## src/rtl/wsc_pkg.sv

```systemverilog
package wsc_pkg;
  typedef enum logic [1:0] {
    WM_ALLOC  = 2'd0,
    WM_COAL   = 2'd1,
    WM_BYPASS = 2'd2
  } wr_mode_e;
endpackage

```

## src/rtl/wsc_mode_fsm.sv

```systemverilog
module wsc_mode_fsm
  import wsc_pkg::*;
#(
  parameter int ADDR_W       = 32,
  parameter int SIZE_W       = 8,
  parameter int BYTE_W       = 16,
  parameter int COAL_LIMIT   = 128,
  parameter int BYPASS_LIMIT = 512
) (
  input  logic              clk_i,
  input  logic              rst_ni,
  input  logic              wr_vld_i,
  input  logic [ADDR_W-1:0] wr_addr_i,
  input  logic [SIZE_W-1:0] wr_size_i,
  output logic              seq_o,
  output wr_mode_e          mode_o
);
  localparam logic [BYTE_W-1:0] COAL_LIM_C   = BYTE_W'(COAL_LIMIT);
  localparam logic [BYTE_W-1:0] BYPASS_LIM_C = BYTE_W'(BYPASS_LIMIT);
  localparam logic [BYTE_W-1:0] CNT_MAX      = '1;

  logic [ADDR_W-1:0] next_addr_q;
  logic [BYTE_W-1:0] cnt_q, cnt_d;
  wr_mode_e          mode_q, mode_d;
  logic [BYTE_W:0]   sum;
  logic [BYTE_W-1:0] sum_sat;

  assign seq_o   = (wr_addr_i == next_addr_q);
  assign sum     = {1'b0, cnt_q} + (BYTE_W+1)'(wr_size_i);
  assign sum_sat = sum[BYTE_W] ? CNT_MAX : sum[BYTE_W-1:0];

  always_comb begin
    mode_d = mode_q;
    cnt_d  = cnt_q;
    if (wr_vld_i) begin
      if (seq_o) begin
        if (mode_q != WM_BYPASS) begin
          cnt_d = sum_sat;
          if (mode_q == WM_ALLOC && sum_sat > COAL_LIM_C)
            mode_d = WM_COAL;
          else if (mode_q == WM_COAL && sum_sat > BYPASS_LIM_C)
            mode_d = WM_BYPASS;
        end
      end else begin
        cnt_d  = BYTE_W'(wr_size_i);
        mode_d = WM_ALLOC;
      end
    end
  end

  always_ff @(posedge clk_i or negedge rst_ni) begin
    if (!rst_ni) begin
      next_addr_q <= '0;
      cnt_q       <= '0;
      mode_q      <= WM_ALLOC;
    end else begin
      mode_q <= mode_d;
      cnt_q  <= cnt_d;
      if (wr_vld_i) next_addr_q <= wr_addr_i + ADDR_W'(wr_size_i);
    end
  end

  assign mode_o = mode_q;

  p_next_addr_r3: assert property (@(posedge clk_i) disable iff (!rst_ni)
    wr_vld_i |=> next_addr_q == $past(wr_addr_i + ADDR_W'(wr_size_i)));
  p_nonseq_alloc_r6: assert property (@(posedge clk_i) disable iff (!rst_ni)
    (wr_vld_i && !seq_o) |=> (mode_q == WM_ALLOC && cnt_q == BYTE_W'($past(wr_size_i))));
  p_bypass_hold_r5: assert property (@(posedge clk_i) disable iff (!rst_ni)
    (wr_vld_i && seq_o && mode_q == WM_BYPASS) |=> (mode_q == WM_BYPASS && $stable(cnt_q)));
  p_bypass_from_coal_r5: assert property (@(posedge clk_i) disable iff (!rst_ni)
    (mode_q != WM_BYPASS) ##1 (mode_q == WM_BYPASS) |-> $past(mode_q) == WM_COAL);
endmodule

```

## src/rtl/wsc_hold_table.sv

```systemverilog
module wsc_hold_table #(
  parameter int BLK_W       = 26,
  parameter int IDX_W       = 3,
  parameter int HOLD_W      = 4,
  parameter int HOLD_THRESH = 3
) (
  input  logic             clk_i,
  input  logic             rst_ni,
  input  logic             arm_vld_i,
  input  logic             arm_seq_i,
  input  logic [BLK_W-1:0] arm_blk_i,
  input  logic             q_vld_i,
  input  logic [BLK_W-1:0] q_blk_i,
  output logic             q_hold_o
);
  localparam int ENTRIES = 1 << IDX_W;
  localparam int TAG_W   = BLK_W - IDX_W;
  localparam logic [HOLD_W-1:0] HOLD_C = HOLD_W'(HOLD_THRESH);

  logic [TAG_W-1:0]  tag_q [ENTRIES];
  logic [HOLD_W-1:0] cnt_q [ENTRIES];

  logic [IDX_W-1:0] arm_idx, q_idx;
  logic [TAG_W-1:0] arm_tag, q_tag;
  logic             q_hit, q_take;

  assign arm_idx = arm_blk_i[IDX_W-1:0];
  assign arm_tag = arm_blk_i[BLK_W-1:IDX_W];
  assign q_idx   = q_blk_i[IDX_W-1:0];
  assign q_tag   = q_blk_i[BLK_W-1:IDX_W];

  assign q_hit  = q_vld_i && (tag_q[q_idx] == q_tag) && (cnt_q[q_idx] != '0);
  // a same-slot write overrides the decrement
  assign q_take = q_hit && !(arm_vld_i && arm_idx == q_idx);
  assign q_hold_o = q_hit;

  for (genvar e = 0; e < ENTRIES; e++) begin : g_slot
    always_ff @(posedge clk_i or negedge rst_ni) begin
      if (!rst_ni) begin
        tag_q[e] <= '0;
        cnt_q[e] <= '0;
      end else if (arm_vld_i && arm_idx == IDX_W'(e)) begin
        tag_q[e] <= arm_tag;
        cnt_q[e] <= arm_seq_i ? HOLD_C : '0;
      end else if (q_take && q_idx == IDX_W'(e)) begin
        cnt_q[e] <= cnt_q[e] - 1'b1;
      end
    end

    p_cnt_bound_r7: assert property (@(posedge clk_i) disable iff (!rst_ni)
      cnt_q[e] <= HOLD_C);
  end

  p_arm_load_r7: assert property (@(posedge clk_i) disable iff (!rst_ni)
    (arm_vld_i && arm_seq_i) |=> cnt_q[$past(arm_idx)] == HOLD_C);
  p_clear_r9: assert property (@(posedge clk_i) disable iff (!rst_ni)
    (arm_vld_i && !arm_seq_i) |=> cnt_q[$past(arm_idx)] == '0);
  p_query_dec_r8: assert property (@(posedge clk_i) disable iff (!rst_ni)
    q_take |=> cnt_q[$past(q_idx)] == $past(cnt_q[q_idx]) - 1'b1);
  p_miss_untouched_r10: assert property (@(posedge clk_i) disable iff (!rst_ni)
    (q_vld_i && !q_hit && !(arm_vld_i && arm_idx == q_idx))
      |=> $stable(cnt_q[$past(q_idx)]));
endmodule

```

## src/rtl/wr_stream_classifier.sv

```systemverilog
module wr_stream_classifier
  import wsc_pkg::*;
#(
  parameter int ADDR_W       = 32,
  parameter int SIZE_W       = 8,
  parameter int BYTE_W       = 16,
  parameter int BLK_OFS_W    = 6,
  parameter int IDX_W        = 3,
  parameter int HOLD_W       = 4,
  parameter int HOLD_THRESH  = 3,
  parameter int COAL_LIMIT   = 128,
  parameter int BYPASS_LIMIT = 512,
  localparam int BLK_W       = ADDR_W - BLK_OFS_W
) (
  input  logic              clk_i,
  input  logic              rst_ni,
  input  logic              wr_vld_i,
  input  logic [ADDR_W-1:0] wr_addr_i,
  input  logic [SIZE_W-1:0] wr_size_i,
  input  logic              dq_vld_i,
  input  logic [BLK_W-1:0]  dq_blk_i,
  output logic              dq_hold_o,
  output logic [1:0]        mode_o,
  output logic              alloc_o,
  output logic              coal_o
);
  logic     seq;
  wr_mode_e mode;

  wsc_mode_fsm #(
    .ADDR_W(ADDR_W), .SIZE_W(SIZE_W), .BYTE_W(BYTE_W),
    .COAL_LIMIT(COAL_LIMIT), .BYPASS_LIMIT(BYPASS_LIMIT)
  ) u_fsm (
    .clk_i, .rst_ni, .wr_vld_i, .wr_addr_i, .wr_size_i,
    .seq_o(seq), .mode_o(mode)
  );

  wsc_hold_table #(
    .BLK_W(BLK_W), .IDX_W(IDX_W), .HOLD_W(HOLD_W), .HOLD_THRESH(HOLD_THRESH)
  ) u_tbl (
    .clk_i, .rst_ni,
    .arm_vld_i(wr_vld_i), .arm_seq_i(seq),
    .arm_blk_i(wr_addr_i[ADDR_W-1:BLK_OFS_W]),
    .q_vld_i(dq_vld_i), .q_blk_i(dq_blk_i), .q_hold_o(dq_hold_o)
  );

  assign mode_o  = mode;
  assign alloc_o = (mode != WM_BYPASS);
  assign coal_o  = (mode != WM_ALLOC);

  p_mode_legal_r2: assert property (@(posedge clk_i) disable iff (!rst_ni)
    mode_o != 2'd3);
  p_hold_needs_query_r8: assert property (@(posedge clk_i) disable iff (!rst_ni)
    dq_hold_o |-> dq_vld_i);
endmodule

```

## config.mk

```make
export PLATFORM = sky130hd
export DESIGN_NAME = wr_stream_classifier
export DESIGN_NICKNAME = d
export VERILOG_FILES = /design/src/rtl/wsc_pkg.sv /design/src/rtl/wsc_mode_fsm.sv /design/src/rtl/wsc_hold_table.sv /design/src/rtl/wr_stream_classifier.sv
export SDC_FILE = /design/constraint.sdc
export NUM_CORES = 1
export LEC_CHECK = 0
export ABC_AREA = 1
export CAP_MARGIN = 10
export CORE_ASPECT_RATIO = 0.75
export CORE_MARGIN = 5
export CORE_UTILIZATION = 55
export DETAILED_ROUTE_END_ITERATION = 7
export GPL_ROUTABILITY_DRIVEN = 0
export PLACE_DENSITY = 0.75
export SLEW_MARGIN = 40
export SYNTH_ARGS = -nofsm -noshare
export SYNTH_HDL_FRONTEND = slang
export SYNTH_SLANG_ARGS = --single-unit
```

## constraint.sdc

```tcl
create_clock -name clk_i -period 2.6 [get_ports clk_i]
set_input_delay 0.65 -clock clk_i [delete_from_list [all_inputs] [get_ports clk_i]]
set_output_delay 0.65 -clock clk_i [all_outputs]
set_load 0.01 [all_outputs]
```

**Word level (Yosys, flattened, before mapping)**

Cells that the tools add are included.

- Bits in registers: 266
- Bits of input ports: 70
- Output and inout port bits: 5
- Logic and storage cells: 122

- Bitwise operators: 1
- $lt $le $gt $ge: 3
- Equality and inequality tests: 21
- $add $sub $neg: 10
- Muxes and demuxes: 30
- Reduce and logical (&&, ||, !) cells: 38

Operator list:

| cell | number |
|---|---|
| 2-to-1 mux 4 bit | 18 |
| binary-select mux 23 bit (select 3 bit) | 1 |
| 2-to-1 mux 16 bit | 3 |
| 2-to-1 mux 23 bit | 2 |
| adder 32 x 8 -> 32 bit | 1 |
| equality test 32 bit | 1 |
| subtractor 4 x 1 -> 4 bit, second input constant | 8 |
| equality test 3 bit, second input constant | 8 |
| equality test 23 bit | 1 |
| logical AND 1 bit | 22 |
| nonzero test 2 bit | 9 |
| adder 16 x 8 -> 17 bit | 1 |
| greater-than comparator 16 x 10 -> 1 bit, second input constant | 1 |
| greater-than comparator 16 x 8 -> 1 bit, second input constant | 1 |
| binary-select mux 4 bit (select 3 bit) | 1 |
| equality test 3 x 2 -> 1 bit, second input constant | 4 |
| 2-to-1 mux 2 bit | 5 |
| equality test 3 x 1 -> 1 bit, second input constant | 2 |
| logical NOT 3 bit | 2 |
| >= comparator 4 bit, second input constant | 1 |
| inequality test 2 bit, second input constant | 2 |
| inverter 3 -> 4 bit | 1 |
| nonzero test 4 bit | 1 |
| equality test 3 bit | 1 |
| other kinds (6) | 6 |

**Depth between registers and ports, before layout**

- Depth after elaboration: 11
- Gate-level depth with buffers: 18

**Cells and area by module**

From an unflattened synthesis, not the netlist that was laid out.

- Cells, all modules: 2075
- Area, all modules: 15050.7 µm²

Modules (own cells, without submodules):

| module | instances | area an instance (µm²) | cells an instance | sequential area each (µm²) |
|---|---|---|---|---|
| wsc_hold_table | 1 | 10915.5 | 1454 | 5405.2 |
| wsc_mode_fsm | 1 | 4120.2 | 617 | 1251.2 |
| wr_stream_classifier | 1 | 15.0 | 4 | 0.0 |

**Least setup slack after synthesis**

No wires, ideal clock.

- Kind: input to register
- Start: input port wr_addr_i[0]
- End: register u_fsm.next_addr_q[30]
- Data required time: 2483 ps
- Buffers on the path: 0
- Stages on the path: 12
- Data arrival time: 2634 ps
- Setup time: 117 ps
- Path slack: -151 ps
- Cell sequence: ha_1 inv_1 fa_1 nor2_1 nor2_1 o21ai_0 nand3b_1 nor2_1 nand3_1 xor2_1 nand2_1 nand2_1

- Longest elaborated chain between the ends: 1

Ends and longest elaborated chain:

| element | RTL line | text |
|---|---|---|
| start: declaration | wr_stream_classifier.sv:18 | `input logic [ADDR_W-1:0] wr_addr_i,` |
| adder 32 x 8 -> 32 bit | wsc_mode_fsm.sv:59 | `if (wr_vld_i) next_addr_q <= wr_addr_i + ADDR_W'(wr_size_i);` |
| end signal: assignment | wsc_mode_fsm.sv:59 |  |
| end: declaration | wsc_mode_fsm.sv:22 | `logic [ADDR_W-1:0] next_addr_q;` |

Every way passes these cells.
A chain may end at the register's enable or synchronous reset.

**Final worst setup path**

- Start: input port dq_blk_i[0]
- End: output port dq_hold_o

- Longest elaborated chain between the ends: 7
- Elaborated cells on any way between the ends: 11

Ends and longest elaborated chain:

| element | RTL line | text |
|---|---|---|
| start: declaration | wr_stream_classifier.sv:21 | `input logic [BLK_W-1:0] dq_blk_i,` |
| inverter 3 -> 4 bit (not written as such) * | wsc_hold_table.sv:32 | `assign q_hit = q_vld_i && (tag_q[q_idx] == q_tag) && (cnt_q[q_idx] != '0);` |
| binary-select mux 23 bit (select 3 bit) | wsc_hold_table.sv:32 |  |
| 2-to-1 mux 23 bit (not written as such) (2 in series) | wsc_hold_table.sv:32 |  |
| equality test 23 bit | wsc_hold_table.sv:32 |  |
| logical AND 1 bit | wsc_hold_table.sv:32 |  |
| logical AND 1 bit * | wsc_hold_table.sv:32 |  |
| end: declaration | wr_stream_classifier.sv:22 | `output logic dq_hold_o,` |

Every way passes the cells marked *; elsewhere a longest branch is shown, timed or not. The select of a mux whose other input is x is not followed.

==> impl_metrics.tcl <==
set metrics [dict create \
    placement.io_buffers 74 \
    drv.max_cap_violation_count 0 \
    final.setup.worst_slack_ns -0.4837 \
    required_ns 1.95 \
    yosys.area.top_type_share 0.4401 \
    first_global_vias 15500 \
    share_seq_of_total_power 0.408 \
    design_area_final_um2 20350 \
    initial_utilization 0.5588 \
    cts.sink_count 266 \
    wl_per_cell_um 18.58 \
    reg_clk_slew_reported_paths_ns 0.06 \
    drc 0 \
    synth_top_cell_by_area "sky130_fd_sc_hd__dfrtp_1" \
    fin_cells 2819 \
    final_antenna_net_count 0 \
    ff2ff_setup_slack_ns 0.17 \
    synthCells 2135 \
    cts_buffer_depth 3 \
    critical_path.reg2reg.endpoint "u_tbl.cnt_q[19]$_DFFE_PN0P_" \
    grt_first_pass_wirelength_mm 81.52 \
    post_cts_hold_buffer_count 0 \
    detailedRoute.firstIterationViolations 2076 \
    synth.net_count 2231 \
    period_minus_slack_ns 3.084 \
    synth-seq-area-share 0.4401 \
    clockPowerShare 0.302 \
    design.portCount 75 \
    comb_power_share 0.291 \
    p_sw_frac 0.3311 \
    cts-buffers-inserted 27 \
    p_leak_nw 10.39 \
    critical_path.reg2reg.startpoint "u_tbl.tag_q[182]$_DFFE_PN0P_" \
    rr_worst_depth 21 \
    design.die.area_um2 30950 \
    max_freq_ghz 0.3243 \
    postSynth.asyncResetShare 1.000 \
    drt_wl_total_mm 52.37 \
    synth_enable_flop_cells 0 \
    synth_seq_cells 266 \
    die_h_um 153.6 \
    most_frequently_used_cell_type_in_the_post_synthesis_netlist "sky130_fd_sc_hd__nand2_1" \
    switchingPower_mw 4.425 \
    viasPerCell 5.773 \
    pin_count_of_the_biggest_net_entering_global_routing 67 \
    min_period_over_period 1.186 \
    synth_area_per_cell_um2 7.085 \
    grt.total_usage 0.3238 \
    postLayoutCoreUtil 0.7520 \
    rsz0062_at_grt "true" \
    path_max_fanout 8 \
    crit_path_end_kind "output port" \
    arrival_ns 2.43 \
    syn2layout_area_growth_pct 34.57 \
    dominant_cells_by_area_after_synthesis "sky130_fd_sc_hd__dfrtp_1 (44%), sky130_fd_sc_hd__nand2_1 (21%), sky130_fd_sc_hd__o21ai_0 (8.8%)" \
    multi_input_comb_area_um2 8001 \
    die-width_um 201.5 \
    synth-warning-count 0 \
    worst_skew_pair.late_latency_ns 0.58 \
    power_report.internal_total_mw 8.941 \
    setup_tns_ns -0.4837 \
    relSlewSlack 0.6038 \
    p_per_area_nw_per_um2 656.6 \
    report.power.total_mw 13.37 \
    finalClockSkew_ns 0.02369 \
    clock_tree.htree_level_count 1 \
    dpl.cell_count 2741 \
    fillCellCount 1910 \
    mappedNetlistArea_um2 15130 \
    vdd.ir_drop.worst_uv 525.4 \
    run_status "complete, but fails checks" \
    synthDistinctLibCells 39 \
    failed_checks "setup timing" \
    placement_rows 52 \
    timing.final.setup_violations 1 \
    tightestPinTransition_ns 0.5943 \
    finalHoldViolations 0 \
    antenna_cells 0 \
    cts_tree "built" \
    setup.worst_path.class "in2out" \
    number_of_vias_after_detailed_routing 16270 \
    gr-total-overflow 0 \
    antenna_violations_before_repair 1 \
    instance_area_at_placement_um2 18310 \
    area.sequential_um2 6656 \
    hpwl_mm 35.79 \
    hold_path.class "in2async" \
    drive_gt1_frac 0.2030 \
    net_count_of_the_finished_layout 2544 \
    final_max_slew_viol_count 0 \
    netlist_top_cells_count "sky130_fd_sc_hd__nand2_1 (837), sky130_fd_sc_hd__dfrtp_1 (266), sky130_fd_sc_hd__o21ai_0 (266)" \
    root_buffer "sky130_fd_sc_hd__clkbuf_16" \
    dr.pass1.iters 7 \
    core_region_area_um2 27070 \
    setup.worst_path.start_class "primary input" \
    yosys_most_used_dff "sky130_fd_sc_hd__dfrtp_1" \
]
power groups by stage:
stage | Clock, mW | Sequential, mW | Combinational (mW)
2_1_floorplan | 0 | 5.37 | 1.98
3_3_place_gp | 0 | 5.44 | 3.28
3_5_place_dp | 0 | 5.47 | 3.43
4_1_cts | 4.04 | 5.42 | 3.67
5_1_grt | 4.24 | 5.52 | 4.29
6_report | 4.03 | 5.45 | 3.88
kinds of logic after synthesis:
| group | synth area share |
|---|---|
| buffers and inverters | 0.07602 |
| AO/OA/AOI/OAI | 0.1081 |
| XOR/XNOR | 0.03127 |
| AND/OR/NAND/NOR | 0.3220 |
| adder cells (fa/ha/maj) | 0.02250 |
| flip-flops | 0.4401 |
metal layers:
layer	global-route usage	vias to the layer above	wire length [µm]
met3	0.07833	176	6006
met5	0	-	7
met2	0.4989	1000	23360
met1	0.4549	7652	20980
met4	0.1057	2	2023
li1	-	7443	-
state kept, by name, indices dropped and copies added (netlist names):
register	flops
u_fsm.mode_o	2
u_tbl.tag_q	184
u_fsm.cnt_q	16
u_tbl.cnt_q	32
u_fsm.next_addr_q	32
worst max-delay path by stage:
stage	start	slack (ns)	endpoint
global route	dq_blk_i[0]	-0.54	dq_hold_o
floorplan	dq_blk_i[0]	0.02	dq_hold_o
CTS	dq_blk_i[0]	-0.42	dq_hold_o
finish	dq_blk_i[0]	-0.48	dq_hold_o
detailed placement	dq_blk_i[1]	-1.40	dq_hold_o
global placement	dq_blk_i[1]	-1.39	dq_hold_o
cell usage in the layout, fill, tap and decap left out, types with 24 or more instances in the layout:
cell type / instances
sky130_fd_sc_hd__nand2_2: 32
sky130_fd_sc_hd__nand3_2: 24
sky130_fd_sc_hd__nand3_1: 107
sky130_fd_sc_hd__nand4_1: 24
sky130_fd_sc_hd__inv_1: 186
sky130_fd_sc_hd__a21oi_1: 26
sky130_fd_sc_hd__nor2_1: 106
sky130_fd_sc_hd__clkbuf_16: 27
sky130_fd_sc_hd__xor2_1: 50
sky130_fd_sc_hd__buf_12: 26
sky130_fd_sc_hd__clkdlybuf4s50_1: 58
sky130_fd_sc_hd__o21ai_0: 244
sky130_fd_sc_hd__nand2_1: 797
sky130_fd_sc_hd__buf_4: 254
sky130_fd_sc_hd__dfrtp_1: 266
critical path: stages:
cell                       delay, ns
sky130_fd_sc_hd__buf_16         0.15
sky130_fd_sc_hd__buf_12         0.16
sky130_fd_sc_hd__buf_4          0.15
sky130_fd_sc_hd__nand2_1        0.09
sky130_fd_sc_hd__o21ai_4        0.08
sky130_fd_sc_hd__nand2_1        0.09
sky130_fd_sc_hd__nand3_2        0.09
sky130_fd_sc_hd__nand2_1        0.05
sky130_fd_sc_hd__nand2_1        0.10
sky130_fd_sc_hd__nand2_2        0.09
sky130_fd_sc_hd__nor4_2         0.30
sky130_fd_sc_hd__nand3b_1       0.14
sky130_fd_sc_hd__nor2_2         0.11
sky130_fd_sc_hd__buf_2          0.14
metrics by stage:
stage                     setup slack [ns]  hold slack (ns)
after global routing               -0.5351          0.09628
final                              -0.4837          0.05433
after CTS                          -0.4238          0.07190
after global placement              -1.389           0.4657
after floorplan                    0.01754           0.3544
after detailed placement            -1.404           0.4699
layout make-up:
type,instances,share of cell area
clock buffers,41,0.03873
inverters,195,0.03688
clock inverters,8,0.005471
repair buffers,381,0.1772
well taps,351,0.02158
flip-flops and latches,266,0.3270
multi-input cells,1577,0.3931
repair_timing:
action / in CTS / in global routing
pin swaps: 24 / 39
setup endpoints to repair: 46 / 65
gates resized for setup: 134 / 104
cloned: 8 / 2
buffers inserted: 21 / 7
Note: power is estimated with default switching activity, not from simulation.
